$ cat src/rtl/dma_mover_pkg.sv
package dma_mover_pkg;

   typedef enum logic {
      DIR_A2B = 1'b0,
      DIR_B2A = 1'b1
   } mv_dir_e;

   localparam int unsigned PKG_ADDR_W   = 24;
   localparam int unsigned NUM_BLOCKED  = 4;

   // Control-register windows that the A port must never touch.
   localparam logic [NUM_BLOCKED-1:0][PKG_ADDR_W-1:0] BLK_MASK = {
      24'h40FF80, 24'h40FFE0, 24'h40FE00, 24'h40FF00
   };
   localparam logic [NUM_BLOCKED-1:0][PKG_ADDR_W-1:0] BLK_MATCH = {
      24'h004300, 24'h004200, 24'h004000, 24'h002100
   };

   // Work-RAM detection: a bank pair, and the low mirror in system banks.
   localparam logic [PKG_ADDR_W-1:0] WRAM_BANK_MASK  = 24'hFE0000;
   localparam logic [PKG_ADDR_W-1:0] WRAM_BANK_MATCH = 24'h7E0000;
   localparam logic [PKG_ADDR_W-1:0] WRAM_LOW_MASK   = 24'h40E000;

   localparam logic [7:0] WRAM_PORT_IDX = 8'h80;

endpackage

$ cat src/rtl/dma_addr_filter.sv
module dma_addr_filter
   import dma_mover_pkg::*;
#(
   parameter int unsigned ADDR_W = 24,
   parameter int unsigned IDX_W  = 8
) (
   input  logic [ADDR_W-1:0] addr_i,
   input  logic [IDX_W-1:0]  idx_i,
   output logic              a_legal_o,
   output logic              pair_ok_o
);

   generate
      if (ADDR_W != PKG_ADDR_W) begin : g_bad_aw
         $error("dma_addr_filter: ADDR_W must equal the package address width");
      end
      if (IDX_W != 8) begin : g_bad_iw
         $error("dma_addr_filter: IDX_W must be 8");
      end
   endgenerate

   logic [NUM_BLOCKED-1:0] win_hit;

   generate
      for (genvar w = 0; w < NUM_BLOCKED; w++) begin : g_win
         assign win_hit[w] = ((addr_i & BLK_MASK[w]) == BLK_MATCH[w]);
      end
   endgenerate

   logic wram_hit;
   assign wram_hit = ((addr_i & WRAM_BANK_MASK) == WRAM_BANK_MATCH) ||
                     ((addr_i & WRAM_LOW_MASK) == '0);

   assign a_legal_o = ~|win_hit;
   assign pair_ok_o = !((idx_i == WRAM_PORT_IDX) && wram_hit);

endmodule

$ cat src/rtl/dma_phase_timer.sv
module dma_phase_timer #(
   parameter int unsigned PHASE_CLKS = 4
) (
   input  logic clk,
   input  logic rst_n,
   input  logic start_i,
   output logic take_o,
   output logic busy_o,
   output logic rd_ph_o,
   output logic wr_ph_o
);

   localparam int unsigned MOVE_CLKS = 2 * PHASE_CLKS;
   localparam int unsigned CNT_W     = $clog2(MOVE_CLKS);

   generate
      if (PHASE_CLKS < 2) begin : g_bad_phase
         $error("dma_phase_timer: PHASE_CLKS must be at least 2");
      end
   endgenerate

   logic [CNT_W-1:0] cnt_q;
   logic             busy_q;

   assign take_o  = start_i && !busy_q;
   assign busy_o  = busy_q;
   assign rd_ph_o = busy_q && (cnt_q == CNT_W'(PHASE_CLKS - 1));
   assign wr_ph_o = busy_q && (cnt_q == CNT_W'(MOVE_CLKS - 1));

   always_ff @(posedge clk) begin
      if (!rst_n) begin
         busy_q <= 1'b0;
         cnt_q  <= '0;
      end else if (take_o) begin
         busy_q <= 1'b1;
         cnt_q  <= '0;
      end else if (wr_ph_o) begin
         busy_q <= 1'b0;
         cnt_q  <= '0;
      end else if (busy_q) begin
         cnt_q  <= cnt_q + 1'b1;
      end
   end

   // each busy cycle advances the phase by one, start pulses included
   p_phase_step_r3: assert property (@(posedge clk) disable iff (!rst_n)
      busy_o && !wr_ph_o |=> busy_o && (cnt_q == $past(cnt_q) + 1'b1));

   // the hand-off cycle is the last busy cycle
   p_handoff_ends_r2: assert property (@(posedge clk) disable iff (!rst_n)
      wr_ph_o && !start_i |=> !busy_o);

   // a taken start always opens at phase zero
   p_take_opens_r2: assert property (@(posedge clk) disable iff (!rst_n)
      take_o |=> busy_o && (cnt_q == '0));

endmodule

$ cat src/rtl/dma_write_pipe.sv
module dma_write_pipe #(
   parameter int unsigned ADDR_W = 24,
   parameter int unsigned IDX_W  = 8,
   parameter int unsigned DATA_W = 8
) (
   input  logic              clk,
   input  logic              rst_n,
   input  logic              load_i,
   input  logic              ent_valid_i,
   input  logic              ent_to_a_i,
   input  logic [ADDR_W-1:0] ent_addr_i,
   input  logic [DATA_W-1:0] ent_data_i,
   output logic              a_wr_o,
   output logic [ADDR_W-1:0] a_waddr_o,
   output logic [DATA_W-1:0] a_wdata_o,
   output logic              b_wr_o,
   output logic [IDX_W-1:0]  b_waddr_o,
   output logic [DATA_W-1:0] b_wdata_o
);

   generate
      if (IDX_W > ADDR_W) begin : g_bad_w
         $error("dma_write_pipe: IDX_W must not exceed ADDR_W");
      end
   endgenerate

   logic              hold_v_q;
   logic              hold_a_q;
   logic [ADDR_W-1:0] hold_addr_q;
   logic [DATA_W-1:0] hold_data_q;

   always_ff @(posedge clk) begin
      if (!rst_n) begin
         hold_v_q    <= 1'b0;
         hold_a_q    <= 1'b0;
         hold_addr_q <= '0;
         hold_data_q <= '0;
      end else if (load_i) begin
         hold_v_q    <= ent_valid_i;
         hold_a_q    <= ent_to_a_i;
         hold_addr_q <= ent_addr_i;
         hold_data_q <= ent_data_i;
      end
   end

   // The held entry is released exactly when it is replaced.
   assign a_wr_o    = load_i && hold_v_q &&  hold_a_q;
   assign b_wr_o    = load_i && hold_v_q && !hold_a_q;
   assign a_waddr_o = hold_addr_q;
   assign a_wdata_o = hold_data_q;
   assign b_waddr_o = hold_addr_q[IDX_W-1:0];
   assign b_wdata_o = hold_data_q;

   // at most one bus receives the released entry
   p_single_release_r9: assert property (@(posedge clk) disable iff (!rst_n)
      $onehot0({a_wr_o, b_wr_o}));

   // storing an invalid entry leaves nothing to release
   p_invalid_empties_r10: assert property (@(posedge clk) disable iff (!rst_n)
      load_i && !ent_valid_i |=> !hold_v_q);

   // without a load the held entry does not move
   p_hold_stable_r9: assert property (@(posedge clk) disable iff (!rst_n)
      !load_i |=> $stable(hold_v_q) && $stable(hold_addr_q) && $stable(hold_data_q));

endmodule

$ cat src/rtl/dma_byte_mover.sv
module dma_byte_mover
   import dma_mover_pkg::*;
#(
   parameter int unsigned ADDR_W     = 24,
   parameter int unsigned IDX_W      = 8,
   parameter int unsigned DATA_W     = 8,
   parameter int unsigned PHASE_CLKS = 4
) (
   input  logic              clk,
   input  logic              rst_n,
   input  logic              start_i,
   input  logic              flush_i,
   input  logic              dir_i,
   input  logic [IDX_W-1:0]  bidx_i,
   input  logic [ADDR_W-1:0] aaddr_i,
   output logic              busy_o,
   output logic              a_rd_o,
   output logic [ADDR_W-1:0] a_raddr_o,
   input  logic [DATA_W-1:0] a_rdata_i,
   output logic              b_rd_o,
   output logic [IDX_W-1:0]  b_raddr_o,
   input  logic [DATA_W-1:0] b_rdata_i,
   output logic              a_wr_o,
   output logic [ADDR_W-1:0] a_waddr_o,
   output logic [DATA_W-1:0] a_wdata_o,
   output logic              b_wr_o,
   output logic [IDX_W-1:0]  b_waddr_o,
   output logic [DATA_W-1:0] b_wdata_o,
   output logic [DATA_W-1:0] mdr_o
);

   generate
      if (DATA_W < 1) begin : g_bad_dw
         $error("dma_byte_mover: DATA_W must be positive");
      end
   endgenerate

   // ---------------- phase timing ----------------
   logic take, rd_ph, wr_ph;

   dma_phase_timer #(.PHASE_CLKS(PHASE_CLKS)) u_timer (
      .clk     (clk),
      .rst_n   (rst_n),
      .start_i (start_i),
      .take_o  (take),
      .busy_o  (busy_o),
      .rd_ph_o (rd_ph),
      .wr_ph_o (wr_ph)
   );

   logic flush_take;
   assign flush_take = flush_i && !busy_o && !start_i;

   // ---------------- captured move ----------------
   mv_dir_e           mv_dir_q;
   logic [IDX_W-1:0]  mv_idx_q;
   logic [ADDR_W-1:0] mv_addr_q;

   always_ff @(posedge clk) begin
      if (!rst_n) begin
         mv_dir_q  <= DIR_A2B;
         mv_idx_q  <= '0;
         mv_addr_q <= '0;
      end else if (take) begin
         mv_dir_q  <= mv_dir_e'(dir_i);
         mv_idx_q  <= bidx_i;
         mv_addr_q <= aaddr_i;
      end
   end

   // ---------------- filtering ----------------
   logic a_legal, pair_ok;

   dma_addr_filter #(.ADDR_W(ADDR_W), .IDX_W(IDX_W)) u_filter (
      .addr_i    (mv_addr_q),
      .idx_i     (mv_idx_q),
      .a_legal_o (a_legal),
      .pair_ok_o (pair_ok)
   );

   // ---------------- read phase ----------------
   logic [DATA_W-1:0] rd_byte;
   logic [DATA_W-1:0] mdr_q;

   assign a_rd_o    = rd_ph && (mv_dir_q == DIR_A2B) && a_legal;
   assign b_rd_o    = rd_ph && (mv_dir_q == DIR_B2A) && pair_ok;
   assign a_raddr_o = mv_addr_q;
   assign b_raddr_o = mv_idx_q;

   always_comb begin
      rd_byte = '0;
      if (a_rd_o)      rd_byte = a_rdata_i;
      else if (b_rd_o) rd_byte = b_rdata_i;
   end

   always_ff @(posedge clk) begin
      if (!rst_n)     mdr_q <= '0;
      else if (rd_ph) mdr_q <= rd_byte;
   end

   assign mdr_o = mdr_q;

   // ---------------- write hand-off ----------------
   logic              ent_valid;
   logic              ent_to_a;
   logic [ADDR_W-1:0] ent_addr;

   always_comb begin
      ent_to_a = (mv_dir_q == DIR_B2A);
      if (ent_to_a) begin
         ent_valid = a_legal;
         ent_addr  = mv_addr_q;
      end else begin
         ent_valid = pair_ok;
         ent_addr  = ADDR_W'(mv_idx_q);
      end
      if (flush_take) ent_valid = 1'b0;
   end

   dma_write_pipe #(.ADDR_W(ADDR_W), .IDX_W(IDX_W), .DATA_W(DATA_W)) u_pipe (
      .clk         (clk),
      .rst_n       (rst_n),
      .load_i      (wr_ph || flush_take),
      .ent_valid_i (ent_valid),
      .ent_to_a_i  (ent_to_a),
      .ent_addr_i  (ent_addr),
      .ent_data_i  (mdr_q),
      .a_wr_o      (a_wr_o),
      .a_waddr_o   (a_waddr_o),
      .a_wdata_o   (a_wdata_o),
      .b_wr_o      (b_wr_o),
      .b_waddr_o   (b_waddr_o),
      .b_wdata_o   (b_wdata_o)
   );

   // reads occur only inside a move
   p_read_in_move_r2: assert property (@(posedge clk) disable iff (!rst_n)
      (a_rd_o || b_rd_o) |-> busy_o);

   // never two reads at once
   p_read_onehot_r4: assert property (@(posedge clk) disable iff (!rst_n)
      $onehot0({a_rd_o, b_rd_o}));

   // a blocked read phase leaves zero as open-bus byte
   p_blocked_zero_r11: assert property (@(posedge clk) disable iff (!rst_n)
      rd_ph && !a_rd_o && !b_rd_o |=> mdr_o == '0);

   // the open-bus byte moves only after a read phase
   p_mdr_hold_r11: assert property (@(posedge clk) disable iff (!rst_n)
      !rd_ph |=> $stable(mdr_o));

   // writes appear only at hand-off or on an accepted flush
   p_write_when_r9: assert property (@(posedge clk) disable iff (!rst_n)
      (a_wr_o || b_wr_o) |-> (wr_ph || (flush_i && !busy_o && !start_i)));

endmodule

$ cat config.mk
export PLATFORM = sky130hd
export DESIGN_NAME = dma_byte_mover
export DESIGN_NICKNAME = d
export VERILOG_FILES = /design/src/rtl/dma_mover_pkg.sv /design/src/rtl/dma_addr_filter.sv /design/src/rtl/dma_phase_timer.sv /design/src/rtl/dma_write_pipe.sv /design/src/rtl/dma_byte_mover.sv
export SDC_FILE = /design/constraint.sdc
export NUM_CORES = 1
export LEC_CHECK = 0
export BUFFER_PORTS_ARGS = -buffer_cell sky130_fd_sc_hd__buf_4
export CAP_MARGIN = 15
export CELL_PAD_IN_SITES_DETAIL_PLACEMENT = 0
export CELL_PAD_IN_SITES_GLOBAL_PLACEMENT = 2
export CORE_ASPECT_RATIO = 1.2
export CORE_MARGIN = 5
export CORE_UTILIZATION = 28
export DETAILED_ROUTE_END_ITERATION = 8
export PLACE_DENSITY = 0.85
export SLEW_MARGIN = 20
export SYNTH_ARGS = -nofsm -noshare
export SYNTH_HDL_FRONTEND = slang
export SYNTH_SLANG_ARGS = --single-unit
$ cat constraint.sdc
create_clock -name clk -period 4.43 [get_ports clk]
set_input_delay 0.443 -clock clk [delete_from_list [all_inputs] [get_ports clk]]
set_output_delay 0.443 -clock clk [all_outputs]
set_load 0.1 [all_outputs]
==> reports/qor.csv, run 1 <==
metric,value,unit
post-route cell area,4820,µm²
Tot GR Track Use,15.6,%
critical path capture point type,primary output,
Crit Path Class,flop to primary output,
Synth cell types,38,
Setup TNS Final,0,ns
number of global-route vias before repair,3134,
worst hold path class,input port to flop,
# hold bufs at CTS,0,
fin util,39.8,%
leakage power total,2.07,nW
vias per cell,4.69,
num ports,146,
final wirelength,11500,µm
H-tree Lvls,3,
Root Buffer,clkbuf_16,
grt ovf,0,
Die W,112,µm
Crit path largest cell delay,0.50,ns
final hold violation count,0,
Setup Buffers After CTS,0,
worst r2r path cells,6,
CTS Buf Count,9,
Max Transition Viols Final,0,
"area leader, netlist",dfxtp_1,
Syn Nets,468,
Starting Density,28.6,%
Critical-path top delay cell,or4_1,
register area share after synthesis,45.7,%
initial antenna violation count,0,
# resized after CTS,0,
hpwl dp,8190,µm
Post-Place Cell Area,4540,µm²
Core Area,12100,µm²
DP Worst Slack,2.13,ns
Slew HR,52.5,%
share of the synthesized area in the top cell type,45.7,%
first-pass GRT wire length,18000,µm
CP arrival,2.22,ns
crit path time final,2.66,ns
"Req. time, crit path",3.99,ns
Pre-antenna DRT Iters,4,
#FFs+latches synth,79,
Worst-path clk slew,0.06,ns
CTS tree,done,
Ant. Diodes,0,
Crit. path cell count,5,
cell family with most CP delay,simple AND/OR/NAND/NOR gates,
"commonest cells after routing, fill and taps aside","buf_4, nand2_1, dfxtp_1",
largest net degree at the start of global routing,81,
synth warn,0,
worst-path maximum fanout,10,
Worst Skew,0.00752,ns
layout cell share with drive strength beyond 1,31.8,%
max cap viols,0,
Post-synth top flop,dfxtp_1,
Tightest Pin Transition,0.713,ns
Routed WL per cell,16.7,µm
vias after detailed routing,3230,
post-route worst setup slack,1.77,ns
clock sink count,79,
worst hold path stage count,3,
Die ar.,14700,µm²
Area growth syn-to-layout,39.2,%
RePlAce Congestion,0.781,
"commonest non-fill, non-tap cell in the layout",buf_4,
"antenna viol nets, final",0,
startpoint types,flop,
DRT iter0 DRCs,140,
Longest Clk Path Bufs,2,
post-synthesis async set-or-reset flop share,0,%
Cell Pwr Density,385,nW/µm²
Vert. Die Dim,132,µm
Fmax achieved,375,MHz
status,"complete, no violations",
nets@finish,579,
final worst-path cycle share,60.1,%
drt drc,0,
Pwr Total,1.85,mW
largest cells by area after synthesis,"dfxtp_1, nand2_1, a21boi_0, a21boi_1, buf_4",
"most used cell, CP",nor3_1,
RSZ-0062 raised after global routing,false,
syn avg cell area,8.40,µm²
Final setup violation count,0,
"Cell Area, Synth",3460,µm²
Gate Count Post-Synth,412,
cell breakdown of the critical path,"or4_1, or3_1, nor3_1, nor3_1, buf_4",
VDD IR max,0.000159,V
clk_lat worst skew,0.34,ns
CP bufs+invs,1,
FP Rows,44,
Post-synth EDFFs,0,
PortBufs,145,
[kinds of logic after synthesis]
family | synth area share (%)
flops | 45.7
fa+ha+maj | 1.08
buf+inv | 7.81
mux | 2.31
compound gates | 24.0
simple gates | 19.1
[power by group]
| group | switching, mW | internal (mW) |
|---|---|---|
| logic | 0.287 | 0.101 |
| clock network | 0.292 | 0.409 |
| registers | 0.0303 | 0.735 |
[worst paths after layout]
kind	to	from	slack (ns)
setup reg to reg	u_pipe.a_waddr_o[20]$_SDFFE_PN0P_	u_timer.cnt_q[0]$_SDFFE_PP0P_	2.42
hold reg to reg	u_pipe.a_waddr_o[8]$_SDFFE_PN0P_	u_pipe.a_waddr_o[8]$_SDFFE_PN0P_	0.45
setup / recovery	a_rd_o	a_raddr_o[10]$_SDFFE_PN0P_	1.77
hold / removal	a_raddr_o[2]$_SDFFE_PN0P_	aaddr_i[2]	0.36
[cell type report]
cell class              instances  area, µm²
clock inverters                 3       17.5
repair buffers                150       1130
flip-flops and latches         79       1580
fillers                      1289       7290
well taps                     161        201
clock buffers                  13        260
multi-input cells             279       1620
inverters                       4       15.0
[synthesized netlist by cell type (all sizes together), types with 2 or more instances]
master,number
buf,18
nor2,7
a31oi,8
ha,3
and2,2
or4,2
o211ai,8
a21boi,60
nor4,2
dfxtp,79
mux2i,8
nand3,18
a21oi,3
nor2b,3
o21ai,10
o211a,8
clkbuf,32
inv,4
o311ai,8
nor3,4
nand2,113
[per-stage QoR]
| stage | instances | hold WS (ns) |
|---|---|---|
| 6_report | 689 | 0.359 |
| 5_1_grt | 689 | 0.362 |
| 4_1_cts | 689 | 0.352 |
| 3_5_place_dp | 673 | 0.446 |
| 3_3_place_gp | 673 | 0.442 |
| 2_1_floorplan | 412 | 0.440 |
[routing by layer]
| layer | up-vias | track usage [%] | wire length, µm |
|---|---|---|---|
| met3 | 16 | 3.90 | 667 |
| li1 | 1627 | - | - |
| met4 | 0 | 7.57 | 295 |
| met2 | 108 | 25.3 | 5520 |
| met1 | 1479 | 19.4 | 4990 |
| met5 | - | 0 | 0 |
[flip-flops by register name (all words and copies together) (netlist names)]
name              cells
ent_to_a              1
u_pipe.hold_a_q       1
u_timer.cnt_q         3
u_pipe.hold_v_q       1
u_pipe.a_wdata_o      8
mdr_o                 8
u_pipe.a_waddr_o     24
b_raddr_o             8
u_timer.busy_o        1
a_raddr_o            24
[worst reg2reg max path: stages, from the launching register on]
cell	delay (ns)
dfxtp_1	0.36
ha_1	0.19
ha_1	0.30
a22o_1	0.35
buf_4	0.44
nand3_1	0.13
a21boi_0	0.17
(Power assumes the default switching activity.)
==> run 2, diff against run 1 <==
--- a/config.mk
+++ b/config.mk
@@ -11,9 +11,9 @@
 export CELL_PAD_IN_SITES_GLOBAL_PLACEMENT = 2
 export CORE_ASPECT_RATIO = 1.2
 export CORE_MARGIN = 5
-export CORE_UTILIZATION = 28
+export CORE_UTILIZATION = 24
 export DETAILED_ROUTE_END_ITERATION = 8
-export PLACE_DENSITY = 0.85
+export PLACE_DENSITY = 0.77
 export SLEW_MARGIN = 20
 export SYNTH_ARGS = -nofsm -noshare
 export SYNTH_HDL_FRONTEND = slang
==> constraint.sdc (replaced) <==
create_clock -name clk -period 2.3 [get_ports clk]
set_input_delay 0.23 -clock clk [delete_from_list [all_inputs] [get_ports clk]]
set_output_delay 0.23 -clock clk [all_outputs]
set_load 0.1 [all_outputs]
==> reports/qor.csv, run 2 (synthesis results as in run 1) <==
metric,value,unit
status,"complete, no violations",
drt drc,0,
Longest Clk Path Bufs,2,
"commonest cells after routing, fill and taps aside","buf_4, nand2_1, dfxtp_1",
CP bufs+invs,1,
post-route worst setup slack,0.110,ns
Critical Path End,b_rd_o,
Pwr Total,3.71,mW
cell family with most CP delay,simple AND/OR/NAND/NOR gates,
WL met3,766,µm
clock sink count,79,
Die W,120,µm
DRT iter0 DRCs,137,
post-route cell area,5010,µm²
"commonest non-fill, non-tap cell in the layout",buf_4,
RePlAce Congestion,0.759,
Crit path largest cell delay,0.50,ns
Ant. Diodes,0,
Pre-antenna DRT Iters,4,
first-pass GRT wire length,18100,µm
Routed WL per cell,16.5,µm
DP Worst Slack,0.321,ns
critical path capture point type,primary output,
final hold violation count,0,
crit path time final,2.19,ns
CP Launch Point,a_raddr_o[14]$_SDFFE_PN0P_,
met1 WL,4920,µm
"antenna viol nets, final",0,
met2 wire length,5880,µm
Tightest Pin Transition,0.637,ns
Cell Pwr Density,740,nW/µm²
Fmax achieved,457,MHz
vias after detailed routing,3248,
Die ar.,16900,µm²
Root Buffer,clkbuf_16,
worst hold path class,input port to flop,
Post-Place Cell Area,4680,µm²
FP Rows,48,
Tot GR Track Use,13.8,%
CTS tree,done,
Setup Buffers After CTS,0,
clk_lat worst skew,0.33,ns
number of global-route vias before repair,3227,
register-to-register setup slack,0.39,ns
Worst-path clk slew,0.06,ns
cell breakdown of the critical path,"or4_1, o31a_1, o21ai_2, nor2_4, buf_4",
H-tree Lvls,3,
worst r2r path cells,5,
DR top layer,met4,
# hold bufs at CTS,0,
reg-to-reg endpoint,mdr_o[5]$_SDFFE_PN0N_,
worst-path maximum fanout,10,
final wirelength,11700,µm
RSZ-0062 raised after global routing,false,
hold_sp,aaddr_i[15],
Slew HR,57.5,%
grt ovf,0,
max cap viols,0,
Crit. path cell count,5,
num ports,146,
reg-to-reg startpoint,a_raddr_o[10]$_SDFFE_PN0P_,
initial antenna violation count,0,
CP arrival,1.96,ns
vias per cell,4.57,
PortBufs,145,
Area growth syn-to-layout,44.7,%
layout cell share with drive strength beyond 1,37.3,%
Core Area,14300,µm²
"Req. time, crit path",2.07,ns
largest net degree at the start of global routing,60,
leakage power total,2.14,nW
CTS Buf Count,9,
Crit Path Class,flop to primary output,
startpoint types,flop,
Worst Skew,0.00818,ns
Starting Density,24.2,%
final worst-path cycle share,95.2,%
hpwl dp,8720,µm
Max Transition Viols Final,0,
fin util,35.1,%
VDD IR max,0.000275,V
nets@finish,587,
Critical-path top delay cell,or4_1,
Vert. Die Dim,142,µm
Final setup violation count,0,
## run 2: cell count changes in the layout (fill, tap and decap cells not counted), sizes merged
cell	before	now
clkbuf	13	11
buf	150	158
bufinv	0	1
clkinv	2	3
## run 2: area by class of cell
type                            count  area, µm²
Fill cell                        1494       9280
Multi-Input combinational cell    279       1670
Sequential cell                    79       1600
Timing Repair Buffer              158       1200
Clock buffer                       11        253
Tap cell                          175        219
Clock inverter                      5       56.3
Inverter                            4       15.0
## run 2: worst min path at each step
| stage | cells after the start | end |
|---|---|---|
| floorplan | 2 | a_raddr_o[13]$_SDFFE_PN0P_ |
| global placement | 2 | u_pipe.a_waddr_o[11]$_SDFFE_PN0P_ |
| detailed placement | 2 | u_pipe.a_waddr_o[19]$_SDFFE_PN0P_ |
| CTS | 3 | a_raddr_o[15]$_SDFFE_PN0P_ |
| global route | 3 | a_raddr_o[15]$_SDFFE_PN0P_ |
| finish | 3 | a_raddr_o[15]$_SDFFE_PN0P_ |
## run 2: worst min-delay path, delay by kind of cell
kind | cells | cell delay [ns]
buffers and inverters | 1 | 0.11
AOI/OAI and AO/OA | 1 | 0.05
and+or+nand+nor | 1 | 0.05
## run 2: power by group
group          total [mW]  internal [mW]  switching (mW)
sequential           1.47           1.42          0.0552
clock                1.47          0.898           0.568
combinational       0.771          0.210           0.561
## run 2: through the flow
stage                     TNS (ns)  instances  hold slack [ns]
after floorplan             -0.156        412            0.357
after global placement           0        695            0.440
after detailed placement         0        695            0.446
after CTS                        0        711            0.122
after global routing             0        711            0.134
final                            0        711            0.137
## run 2: layer usage
metal  up-vias  track usage (%)
li1       1638                -
met1      1487             17.0
met2       110             23.3
met3        13             3.71
met4         0             4.89
met5         -                0
## run 2: repair_timing
action	in CTS	in global routing
endpoints found under the setup margin	2	2
endpoints found under the hold margin	0	0
gates resized for setup	2	4
